<file path="config.mk">
export PLATFORM = sky130hd
export DESIGN_NAME = spi_wcol_guard
export DESIGN_NICKNAME = d
export VERILOG_FILES = /design/src/rtl/spi_wcol_pkg.sv /design/src/rtl/spi_xfer_window.sv /design/src/rtl/spi_wcol_flags.sv /design/src/rtl/spi_wcol_guard.sv
export SDC_FILE = /design/constraint.sdc
export NUM_CORES = 1
export LEC_CHECK = 0
export CORE_AREA = 8 8 45 47
export DETAILED_ROUTE_END_ITERATION = 12
export DIE_AREA = 0 0 53 55
export PLACE_DENSITY_LB_ADDON = 0.08
export REMOVE_ABC_BUFFERS = 1
export SYNTH_ARGS = -nofsm -noshare
export SYNTH_HDL_FRONTEND = slang
export SYNTH_SLANG_ARGS = --single-unit
</file>
<file path="constraint.sdc">
create_clock -name clk -period 2.7 [get_ports clk]
set_input_delay 0.27 -clock clk [delete_from_list [all_inputs] [get_ports clk]]
set_output_delay 0.27 -clock clk [all_outputs]
set_load 0.05 [all_outputs]
</file>
<file path="src/rtl/spi_wcol_pkg.sv">
// Package: shared types for the SPI write collision guard.
// Assumes: nothing beyond the three operating roles listed here.
package spi_wcol_pkg;

    // Operating role as seen by the transfer window tracker
    typedef enum logic [1:0] {
        ROLE_MASTER    = 2'd0,
        ROLE_SLAVE_PH0 = 2'd1,
        ROLE_SLAVE_PH1 = 2'd2
    } wcol_role_e;

endpackage

</file>
<file path="src/rtl/spi_xfer_window.sv">
// Module: spi_xfer_window
// Tracks whether a serial transfer is in progress for the current role.
// Assumes: ss_n and sck are already synchronous to clk; xfer_done is a
// single-cycle pulse; sck idles at SCK_IDLE when reset is released.
module spi_xfer_window
    import spi_wcol_pkg::*;
#(
    parameter logic SCK_IDLE = 1'b0
) (
    input  logic clk,
    input  logic rst_n,
    input  logic is_master,
    input  logic cpha,
    input  logic ss_n,
    input  logic sck,
    input  logic xfer_done,
    input  logic wr_accepted,
    output logic busy
);

    wcol_role_e role;
    logic       sck_q;
    logic       sck_edge;
    logic       run_q;
    logic       run_start;

    // Decode the operating role from the configuration bits
    always_comb begin
        if (is_master)  role = ROLE_MASTER;
        else if (cpha)  role = ROLE_SLAVE_PH1;
        else            role = ROLE_SLAVE_PH0;
    end

    // Sample sck to find level changes
    always_ff @(posedge clk) begin
        if (!rst_n) sck_q <= SCK_IDLE;
        else        sck_q <= sck;
    end

    assign sck_edge = sck ^ sck_q;

    // Start condition for a transfer held in run_q
    always_comb begin
        unique case (role)
            ROLE_MASTER:    run_start = wr_accepted;
            ROLE_SLAVE_PH1: run_start = sck_edge & ~ss_n;
            default:        run_start = 1'b0;
        endcase
    end

    // Hold the running state until completion; completion wins
    always_ff @(posedge clk) begin
        if (!rst_n)         run_q <= 1'b0;
        else if (xfer_done) run_q <= 1'b0;
        else if (run_start) run_q <= 1'b1;
    end

    // Select the in-progress window for the current role
    always_comb begin
        unique case (role)
            ROLE_SLAVE_PH0: busy = ~ss_n;
            default:        busy = run_q;
        endcase
    end

endmodule

</file>
<file path="src/rtl/spi_wcol_flags.sv">
// Module: spi_wcol_flags
// Holds the collision and completion flags and the two-step clearing arm.
// Assumes: strobes are single-cycle; collide and wr_ok never coincide.
module spi_wcol_flags (
    input  logic clk,
    input  logic rst_n,
    input  logic collide,
    input  logic wr_ok,
    input  logic stat_rd,
    input  logic dat_rd,
    input  logic xfer_done,
    output logic wcol,
    output logic done,
    output logic armed
);

    logic clr;

    // Second step of the clearing sequence
    assign clr = armed & (dat_rd | (wr_ok & done));

    // Arm on a status read that sees a flag; drop it on collision or use
    always_ff @(posedge clk) begin
        if (!rst_n)                      armed <= 1'b0;
        else if (collide)                armed <= 1'b0;
        else if (clr)                    armed <= 1'b0;
        else if (stat_rd & (wcol | done)) armed <= 1'b1;
    end

    // Collision flag: set has priority over clear
    always_ff @(posedge clk) begin
        if (!rst_n)       wcol <= 1'b0;
        else if (collide) wcol <= 1'b1;
        else if (clr)     wcol <= 1'b0;
    end

    // Completion flag: set has priority over clear
    always_ff @(posedge clk) begin
        if (!rst_n)         done <= 1'b0;
        else if (xfer_done) done <= 1'b1;
        else if (clr)       done <= 1'b0;
    end

endmodule

</file>
<file path="src/rtl/spi_wcol_guard.sv">
// Module: spi_wcol_guard (top)
// Gates data-register writes into a single-buffered SPI shifter and flags
// writes that arrive while a transfer is in progress.
// Assumes: one bus access per cycle; bus_sel_data=1 selects data register.
module spi_wcol_guard #(
    parameter logic SCK_IDLE = 1'b0
) (
    input  logic clk,
    input  logic rst_n,
    input  logic bus_rd,
    input  logic bus_wr,
    input  logic bus_sel_data,
    input  logic is_master,
    input  logic cpha,
    input  logic ss_n,
    input  logic sck,
    input  logic xfer_done,
    input  logic irq_en,
    output logic load_en,
    output logic wcol_flag,
    output logic done_flag,
    output logic spi_irq
);

    logic busy;
    logic armed;
    logic dat_wr;
    logic collide;

    // Bus decode: data writes either load or collide
    assign dat_wr  = bus_wr & bus_sel_data;
    assign load_en = dat_wr & ~busy;
    assign collide = dat_wr & busy;

    spi_xfer_window #(
        .SCK_IDLE (SCK_IDLE)
    ) u_window (
        .clk         (clk),
        .rst_n       (rst_n),
        .is_master   (is_master),
        .cpha        (cpha),
        .ss_n        (ss_n),
        .sck         (sck),
        .xfer_done   (xfer_done),
        .wr_accepted (load_en),
        .busy        (busy)
    );

    spi_wcol_flags u_flags (
        .clk       (clk),
        .rst_n     (rst_n),
        .collide   (collide),
        .wr_ok     (load_en),
        .stat_rd   (bus_rd & ~bus_sel_data),
        .dat_rd    (bus_rd & bus_sel_data),
        .xfer_done (xfer_done),
        .wcol      (wcol_flag),
        .done      (done_flag),
        .armed     (armed)
    );

    // Only completion can request an interrupt
    assign spi_irq = irq_en & done_flag;

endmodule

</file>
==> results of run 1 <==
==> cell type report <==
| type | instances | area, sq um |
|---|---|---|
| Fill cell | 153 | 938.4 |
| Sequential cell | 5 | 100.1 |
| Clock buffer | 4 | 26.28 |
| Tap cell | 16 | 20.02 |
| Multi-Input combinational cell | 27 | 158.9 |
| Timing Repair Buffer | 14 | 140.1 |
==> registers in the layout (all words and copies together) (netlist names) <==
name,flops
u_flags.done,1
u_window.run_q,1
u_flags.wcol,1
u_flags.armed,1
u_window.sck_q,1
==> worst min-delay path by stage <==
stage / depth (start not counted) / slack (ps) / start / endpoint
2_1_floorplan: 1 / 390 / sck / u_window.sck_q$_SDFF_PN0_
4_1_cts: 2 / 500 / u_flags.wcol$_SDFFE_PN0P_ / u_flags.wcol$_SDFFE_PN0P_
3_3_place_gp: 2 / 490 / u_flags.wcol$_SDFFE_PN0P_ / u_flags.wcol$_SDFFE_PN0P_
6_report: 2 / 490 / u_flags.wcol$_SDFFE_PN0P_ / u_flags.wcol$_SDFFE_PN0P_
5_1_grt: 2 / 550 / u_flags.wcol$_SDFFE_PN0P_ / u_flags.wcol$_SDFFE_PN0P_
3_5_place_dp: 2 / 490 / u_flags.wcol$_SDFFE_PN0P_ / u_flags.wcol$_SDFFE_PN0P_
==> layer usage <==
| layer | vias up | track usage | wire, um |
|---|---|---|---|
| met5 | - | 0 | 0 |
| met3 | 0 | 0.02139 | 69 |
| li1 | 151 | - | - |
| met1 | 125 | 0.05766 | 331 |
| met4 | 0 | 0.06466 | 0 |
| met2 | 11 | 0.08008 | 330 |
==> stage by stage <==
stage,util,power [mW],cells
floorplan,-,0.1057,32
global placement,0.3029,0.1325,62
detailed placement,0.3029,0.1329,62
CTS,0.3219,0.2224,66
global route,0.3219,0.2319,66
finish,0.3219,0.2169,66
==> synth_stat cells <==
cell / n / share of area
xor2_1: 1 / 0.034
nand2_1: 3 / 0.043
o21ai_1: 1 / 0.019
o311a_1: 1 / 0.039
a31oi_1: 1 / 0.024
a21boi_1: 1 / 0.029
a21oi_1: 2 / 0.039
o21ai_0: 1 / 0.019
nor2_1: 4 / 0.058
dfxtp_1: 5 / 0.39
a21o_1: 2 / 0.058
nand3_1: 2 / 0.039
and4b_1: 1 / 0.039
nand2b_1: 3 / 0.072
or3_1: 1 / 0.024
and2_1: 2 / 0.048
o21bai_1: 1 / 0.029
==> worst reg2reg max path, cell delays in order (launching register included) <==
cell and delay [ps]:
dfxtp_1 300, o21ai_1 90, nand2_1 80, o311a_1 340
==> cell families (layout without fill, tap and decap cells) <==
kind of cell	count (synthesis)	count (layout)	share of synthesized area
compound gates	10	10	0.2560
xor+xnor	1	1	0.03382
buf+inv	0	18	0
flops	5	5	0.3865
simple gates	16	16	0.3237
==> placed cells by master (no fill, tap or decap) <==
cell type	synthesis	layout
clkbuf_1	0	1
a21o_1	2	2
o21bai_1	1	1
o21ai_1	1	1
or3_1	1	1
nor2_1	4	4
nand2_1	3	3
dfxtp_1	5	5
clkbuf_4	0	3
nand3_1	2	2
a21oi_1	2	2
a31oi_1	1	1
a21boi_1	1	1
o21ai_0	1	1
and4b_1	1	1
and2_1	2	2
xor2_1	1	1
clkdlybuf4s50_1	0	14
o311a_1	1	1
nand2b_1	3	3
==> where the power goes <==
| part | leakage, nW | internal [mW] | switching, mW | total (mW) |
|---|---|---|---|---|
| Sequential | 0.0411 | 0.0778 | 0.00288 | 0.0807 |
| Clock | 0.0150 | 0.0558 | 0.0300 | 0.0859 |
| Combinational | 0.115 | 0.0259 | 0.0244 | 0.0503 |
| Total | 0.171 | 0.160 | 0.0573 | 0.217 |
==> impl_metrics.yaml, run 1 <==
detailed_routing:
  vias: 287
  wl_per_cell_um: 11.08
  ant_nets: 0
  route.detailed.drc: 0
  totalWireLength_um: 731
  drt-pass1-iter-count: 2
  routed_via_density: 4.348
  drt_iter0_drc: 2
clock_tree:
  numClockSinks: 5
  cts_tree: "built"
  clock_latency_ps: 240
  holdBufCountCts: 0
  htree_levels: 1
  ctsResizeCount: 0
  cts_made_buffers: 3
  clockBufferDepth: 2
  root_buffer: "clkbuf_4"
  post-cts-setup-buffers: 0
  clkTransAtPathRegs_ps: 40
placed_design:
  gp_congestion: 0.7298
  place_area_sq_um: 419.2
  port_buffers: 14
  post-place-ws_ps: 462.1
  dpl.hpwl_um: 617.8
die:
  ios: 15
  dieWidth_um: 53
  num_rows: 14
  die_area_sq_um: 2915
  die_h_um: 55
  initial_core_util: 0.1872
  core_area_sq_um: 1384
critical_path:
  crit_family: "buffers and inverters"
  start_kind: "primary input"
  critPathCapture: "load_en"
  crit_type: "primary input to primary output"
  crit_required_ps: 2430
  crit_arrival_ps: 1960
  startpoint: "is_master"
  path_depth: 5
  path_common_cell: "clkdlybuf4s50_1"
  rr_worst_depth: 3
  crit_chain: "clkdlybuf4s50_1 -> or3_1 -> nand2_1 -> nor2_1 -> clkdlybuf4s50_1"
  slowest_delay_ps: 690
  crit_buf_inv: 2
  r2r-end: "u_flags.done$_SDFFE_PN0P_"
  crit_path_end_kind: "primary output"
  worstReg2RegStart: "u_window.run_q$_SDFFE_PP0P_"
  crit_fanout: 4
  rrSetupSlack_ps: 1770
  cp_slowest_cell: "clkdlybuf4s50_1"
global_route:
  grt_pass1_vias: 288
  grt_pass1_wl_um: 1145
  grt_max_degree: 6
  grt-ovfl-total: 0
  antenna_found_initial: 0
  track_usage: 0.05571
logic_synthesis:
  synth_cells: 32
  ys_seq_area_frac: 0.3865
  syn-cell-area_sq_um: 259.0
  ys_ff_latch: 5
  ys_warn_count: 0
  syn-mean-instance-area_sq_um: 8.094
  ys_types: 17
sta:
  max_freq_mhz: 448.4
  hold_slack_ps: 490.4
  slew-limit-headroom: 0.6658
  tightest_slew_ps: 499.8
  layout_setup_ws_ps: 469.8
  min_period_over_period: 0.8260
  finalWorstPathRequiredPeriod_ps: 2230
  slew_violations: 0
  finalHoldViolations: 0
  finClkSkew_ps: 3.157
  rsz0062_at_grt: "no"
  setup_tns_ps: 0
  setup_viol: 0
power_and_ir_drop:
  power_density_nw_per_um2: 486.8
  ir_drop_uv: 173.4
  p_leak_nw: 0.1710
cells_and_area:
  area_delta_synth_final_pct: 71.98
  drive_gt1_frac: 0.06000
  antenna_cells: 0
  layout.nets: 62
  design_area_sq_um: 445.4
job:
  maxCapViolCount: 0
outcome:
  status: "finished clean"
hold_path:
  hold_path.class: "flop to flop"
Note: power is estimated with default switching activity, not from simulation.
==> run 2: changes to the inputs <==
==> constraint.sdc (replaced) <==
create_clock -name clk -period 2.3 [get_ports clk]
set_input_delay 0.23 -clock clk [delete_from_list [all_inputs] [get_ports clk]]
set_output_delay 0.23 -clock clk [all_outputs]
set_load 0.05 [all_outputs]
==> run 2 against run 1 <==
Total power up 19%. Clock power up 21%. Sequential share of layout area increased by 0.13 points. Clock skew grew 3.5 ps. Non-clock buffer count unchanged. Largest cell class unchanged. Highest routed layer unchanged. Wire length rose by 1.4%. Critical path depth decreased by 2.
==> impl_metrics.yaml, run 2 (synthesis gave the netlist of run 1 again) <==
outcome:
  status: "finished clean"
sta:
  max_freq_mhz: 549.3
  layout_setup_ws_ps: 479.6
  slew_violations: 0
  finalHoldViolations: 0
  finClkSkew_ps: 6.679
  rsz0062_at_grt: "no"
  min_period_over_period: 0.7915
  finalWorstPathRequiredPeriod_ps: 1820
  setup_viol: 0
  setup_tns_ps: 0
  tightest_slew_ps: 499.8
  slew-limit-headroom: 0.6658
placed_design:
  port_buffers: 14
  post-place-ws_ps: 475.2
  place_area_sq_um: 416.7
  dpl.hpwl_um: 616.6
  gp_congestion: 0.7269
critical_path:
  crit_type: "primary input to primary output"
  r2r-end: "u_flags.done$_SDFFE_PN0P_"
  crit_arrival_ps: 1590
  rrSetupSlack_ps: 1360
  crit_required_ps: 2070
  crit_buf_inv: 2
  path_common_cell: "clkdlybuf4s50_1"
  rr_worst_depth: 3
  start_kind: "primary input"
  cp_slowest_cell: "clkdlybuf4s50_1"
  crit_chain: "clkdlybuf4s50_1 -> and2_1 -> clkdlybuf4s50_1"
  crit_fanout: 1
  slowest_delay_ps: 800
  crit_family: "buffers and inverters"
  crit_path_end_kind: "primary output"
  startpoint: "irq_en"
  worstReg2RegStart: "u_window.run_q$_SDFFE_PP0P_"
die:
  ios: 15
  die_h_um: 55
  num_rows: 14
  die_area_sq_um: 2915
  initial_core_util: 0.1872
  dieWidth_um: 53
  core_area_sq_um: 1384
power_and_ir_drop:
  ir_drop_uv: 199.5
  clock_power_share: 0.404
  power.switching_uw: 70.02
  power_uw: 257.0
  combPwrFrac: 0.228
  internal-power_uw: 187.0
  seqPwrFrac: 0.368
  p_leak_nw: 0.1726
  swShare: 0.2724
  power_density_nw_per_um2: 580.3
clock_tree:
  clock_latency_ps: 240
  ctsResizeCount: 0
  post-cts-setup-buffers: 0
  clkTransAtPathRegs_ps: 40
  htree_levels: 1
  numClockSinks: 5
  root_buffer: "clkbuf_4"
  cts_made_buffers: 3
  cts_tree: "built"
  holdBufCountCts: 0
  clockBufferDepth: 2
cells_and_area:
  layout_common_cells: "13 x clkdlybuf4s50_1, 5 x dfxtp_1, 4 x nor2_1"
  antenna_cells: 0
  area_delta_synth_final_pct: 71.01
  final_util: 0.3201
  drive_gt1_frac: 0.08000
  design_area_sq_um: 442.9
  final_common_cell: "clkdlybuf4s50_1"
  layout.nets: 62
global_route:
  antenna_found_initial: 0
  grt-ovfl-total: 0
  grt_pass1_vias: 300
  track_usage: 0.06059
  grt_pass1_wl_um: 1235
  grt_max_degree: 6
hold_path:
  hold_depth: 2
  min_to: "u_flags.wcol$_SDFFE_PN0P_"
  hold_start: "u_flags.wcol$_SDFFE_PN0P_"
  hold_path.class: "flop to flop"
detailed_routing:
  drt-pass1-iter-count: 4
  wl_per_cell_um: 11.23
  vias: 289
  routed_via_density: 4.379
  drt_iter0_drc: 1
  ant_nets: 0
  route.detailed.drc: 0
  totalWireLength_um: 741
job:
  maxCapViolCount: 0
run 2: changes by cell type in the layout (fill, tap and decap cells not counted):
cell,previous run,this run
clkdlybuf4s50_1,14,13
buf_4,0,1
run 2: area by class of cell:
class / count / area [sq um]
Timing Repair Buffer: 14 / 137.6
Sequential cell: 5 / 100.1
Clock buffer: 4 / 26.28
Tap cell: 16 / 20.02
Multi-Input combinational cell: 27 / 158.9
Fill cell: 156 / 940.9
run 2: power groups by stage:
stage / Combinational [mW] / Clock (mW) / Sequential, mW
finish: 0.0587 / 0.104 / 0.0946
global route: 0.0629 / 0.119 / 0.0950
CTS: 0.0597 / 0.108 / 0.0947
detailed placement: 0.0593 / 0 / 0.0964
global placement: 0.0589 / 0 / 0.0961
floorplan: 0.0221 / 0 / 0.102
run 2: worst max path at each step:
stage               endpoint  depth (start not counted)  slack (ps)
floorplan            spi_irq                          1         910
global placement     spi_irq                          3         480
detailed placement   spi_irq                          3         480
CTS                  spi_irq                          3         470
global route         spi_irq                          2         430
finish               spi_irq                          3         480
run 2: layer usage:
metal | up-vias | GRT usage | wire length, um | part of all wire
li1 | 150 | - | - | -
met4 | 0 | 0.06466 | 0 | 0
met2 | 15 | 0.08984 | 335 | 0.45
met5 | - | 0 | 0 | 0
met3 | 0 | 0.03476 | 101 | 0.14
met1 | 124 | 0.05606 | 304 | 0.41
run 2: metrics by stage:
stage               hold slack, ps  instances
floorplan                    351.7         32
global placement             492.1         62
detailed placement           495.3         62
CTS                          501.8         66
global route                 549.7         66
finish                       495.2         66
run 2: tightest hold or removal path, delay by kind of cell (launching register included):
family / cells / cell delay, ps
DFF: 1 / 310
AOI/OAI and AO/OA: 2 / 130
==> run 3: changes to the inputs <==
==> constraint.sdc (replaced) <==
create_clock -name clk -period 1.68 [get_ports clk]
set_input_delay 0.168 -clock clk [delete_from_list [all_inputs] [get_ports clk]]
set_output_delay 0.168 -clock clk [all_outputs]
set_load 0.05 [all_outputs]
==> run 3 against run 2 <==
Wire length increased by 3.8%. Final area increased by 1.1%. Utilization increased by 0.36 points. Count of clock-buffer cells in the layout unchanged. Critical path type unchanged. Largest power group unchanged.
==> impl_metrics.yaml, run 3 (synthesis gave the netlist of run 1 again) <==
critical_path:
  slowest_delay_ps: 450
  cp_slowest_cell: "clkdlybuf4s50_1"
  crit_buf_inv: 2
  crit_path_end_kind: "primary output"
  crit_fanout: 4
  start_kind: "primary input"
  crit_family: "buffers and inverters"
  crit_type: "primary input to primary output"
  crit_chain: "clkdlybuf4s50_1 -> or3_1 -> nand2_1 -> nor2_1 -> buf_4"
  crit_required_ps: 1510
  crit_arrival_ps: 1360
clock_tree:
  cts_tree: "built"
  cts_made_buffers: 3
  clkTransAtPathRegs_ps: 40
  holdBufCountCts: 0
  clock_latency_ps: 250
  htree_levels: 1
  root_buffer: "clkbuf_4"
  ctsResizeCount: 0
  clockBufferDepth: 2
  post-cts-setup-buffers: 0
  numClockSinks: 5
global_route:
  grt_pass1_wl_um: 1214
  antenna_found_initial: 0
  grt_max_degree: 6
  grt-ovfl-total: 0
  track_usage: 0.06223
  grt_pass1_vias: 292
cells_and_area:
  layout_common_cells: "10 x clkdlybuf4s50_1, 5 x dfxtp_1, 4 x nor2_1"
  layout.nets: 62
  antenna_cells: 0
  area_delta_synth_final_pct: 72.95
  final_common_cell: "clkdlybuf4s50_1"
  drive_gt1_frac: 0.1400
sta:
  slew-limit-headroom: 0.8870
  min_period_over_period: 0.9085
  setup_viol: 0
  finalWorstPathRequiredPeriod_ps: 1526
  setup_tns_ps: 0
  rsz0062_at_grt: "no"
  tightest_slew_ps: 169.0
  finClkSkew_ps: 6.057
  finalHoldViolations: 0
  max_freq_mhz: 655.2
  slew_violations: 0
die:
  num_rows: 14
  dieWidth_um: 53
  core_area_sq_um: 1384
  ios: 15
  die_area_sq_um: 2915
  initial_core_util: 0.1872
  die_h_um: 55
power_and_ir_drop:
  power_density_nw_per_um2: 802.6
  p_leak_nw: 0.1809
  power_uw: 359.5
  ir_drop_uv: 261.0
job:
  maxCapViolCount: 0
detailed_routing:
  ant_nets: 0
  drt_iter0_drc: 5
  routed_via_density: 4.470
  totalWireLength_um: 769
  wl_per_cell_um: 11.65
  drt-pass1-iter-count: 2
  vias: 295
  route.detailed.drc: 0
placed_design:
  gp_congestion: 0.7735
  dpl.hpwl_um: 632.7
  port_buffers: 14
hold_path:
  hold_path.class: "flop to flop"
outcome:
  status: "finished clean"
[run 3: per-layer routing]
| metal | wire length, um | global-route usage |
|---|---|---|
| met4 | 24 | 0.07759 |
| met2 | 314 | 0.07813 |
| met5 | 0 | 0 |
| met1 | 363 | 0.06364 |
| met3 | 67 | 0.03743 |
[run 3: report_power, final]
group,switching [mW],internal [mW]
Sequential,0.00483,0.125
Combinational,0.0401,0.0429
Clock,0.0565,0.0902
[run 3: cell type report]
class,count,area (sq um)
clock buffer,4,26.28
fill,154,935.9
multi-input combinational,27,158.9
sequential,5,100.1
tap,16,20.02
timing repair buffer,14,142.6
[run 3: path summary, 6_finish.rpt]
| path | start | endpoint | slack [ps] | depth (start not counted) |
|---|---|---|---|---|
| max | is_master | load_en | 150 | 5 |
| min | u_flags.wcol$_SDFFE_PN0P_ | u_flags.wcol$_SDFFE_PN0P_ | 490 | 2 |
| max reg2reg | u_window.run_q$_SDFFE_PP0P_ | u_flags.done$_SDFFE_PN0P_ | 730 | 3 |
| min reg2reg | u_flags.wcol$_SDFFE_PN0P_ | u_flags.wcol$_SDFFE_PN0P_ | 490 | 2 |
[run 3: tightest hold or removal path, delay by kind of cell, from the launching register on]
kind	cells	cell delay, ps
flip-flops	1	310
AO/OA/AOI/OAI	2	130
[run 3: through the flow]
| step | instance area [sq um] | utilization | setup WS (ps) | instances | hold WS [ps] |
|---|---|---|---|---|---|
| 5_1_grt | 447.9 | 0.3237 | 86.97 | 66 | 536.1 |
| 3_5_place_dp | 421.7 | 0.3047 | 151.1 | 62 | 497.0 |
| 4_1_cts | 447.9 | 0.3237 | 152.1 | 66 | 500.5 |
| 2_1_floorplan | 259.0 | - | 347.1 | 32 | 289.7 |
| 3_3_place_gp | 421.7 | 0.3047 | 160.1 | 62 | 502.2 |
| 6_report | 447.9 | 0.3237 | 153.6 | 66 | 492.8 |
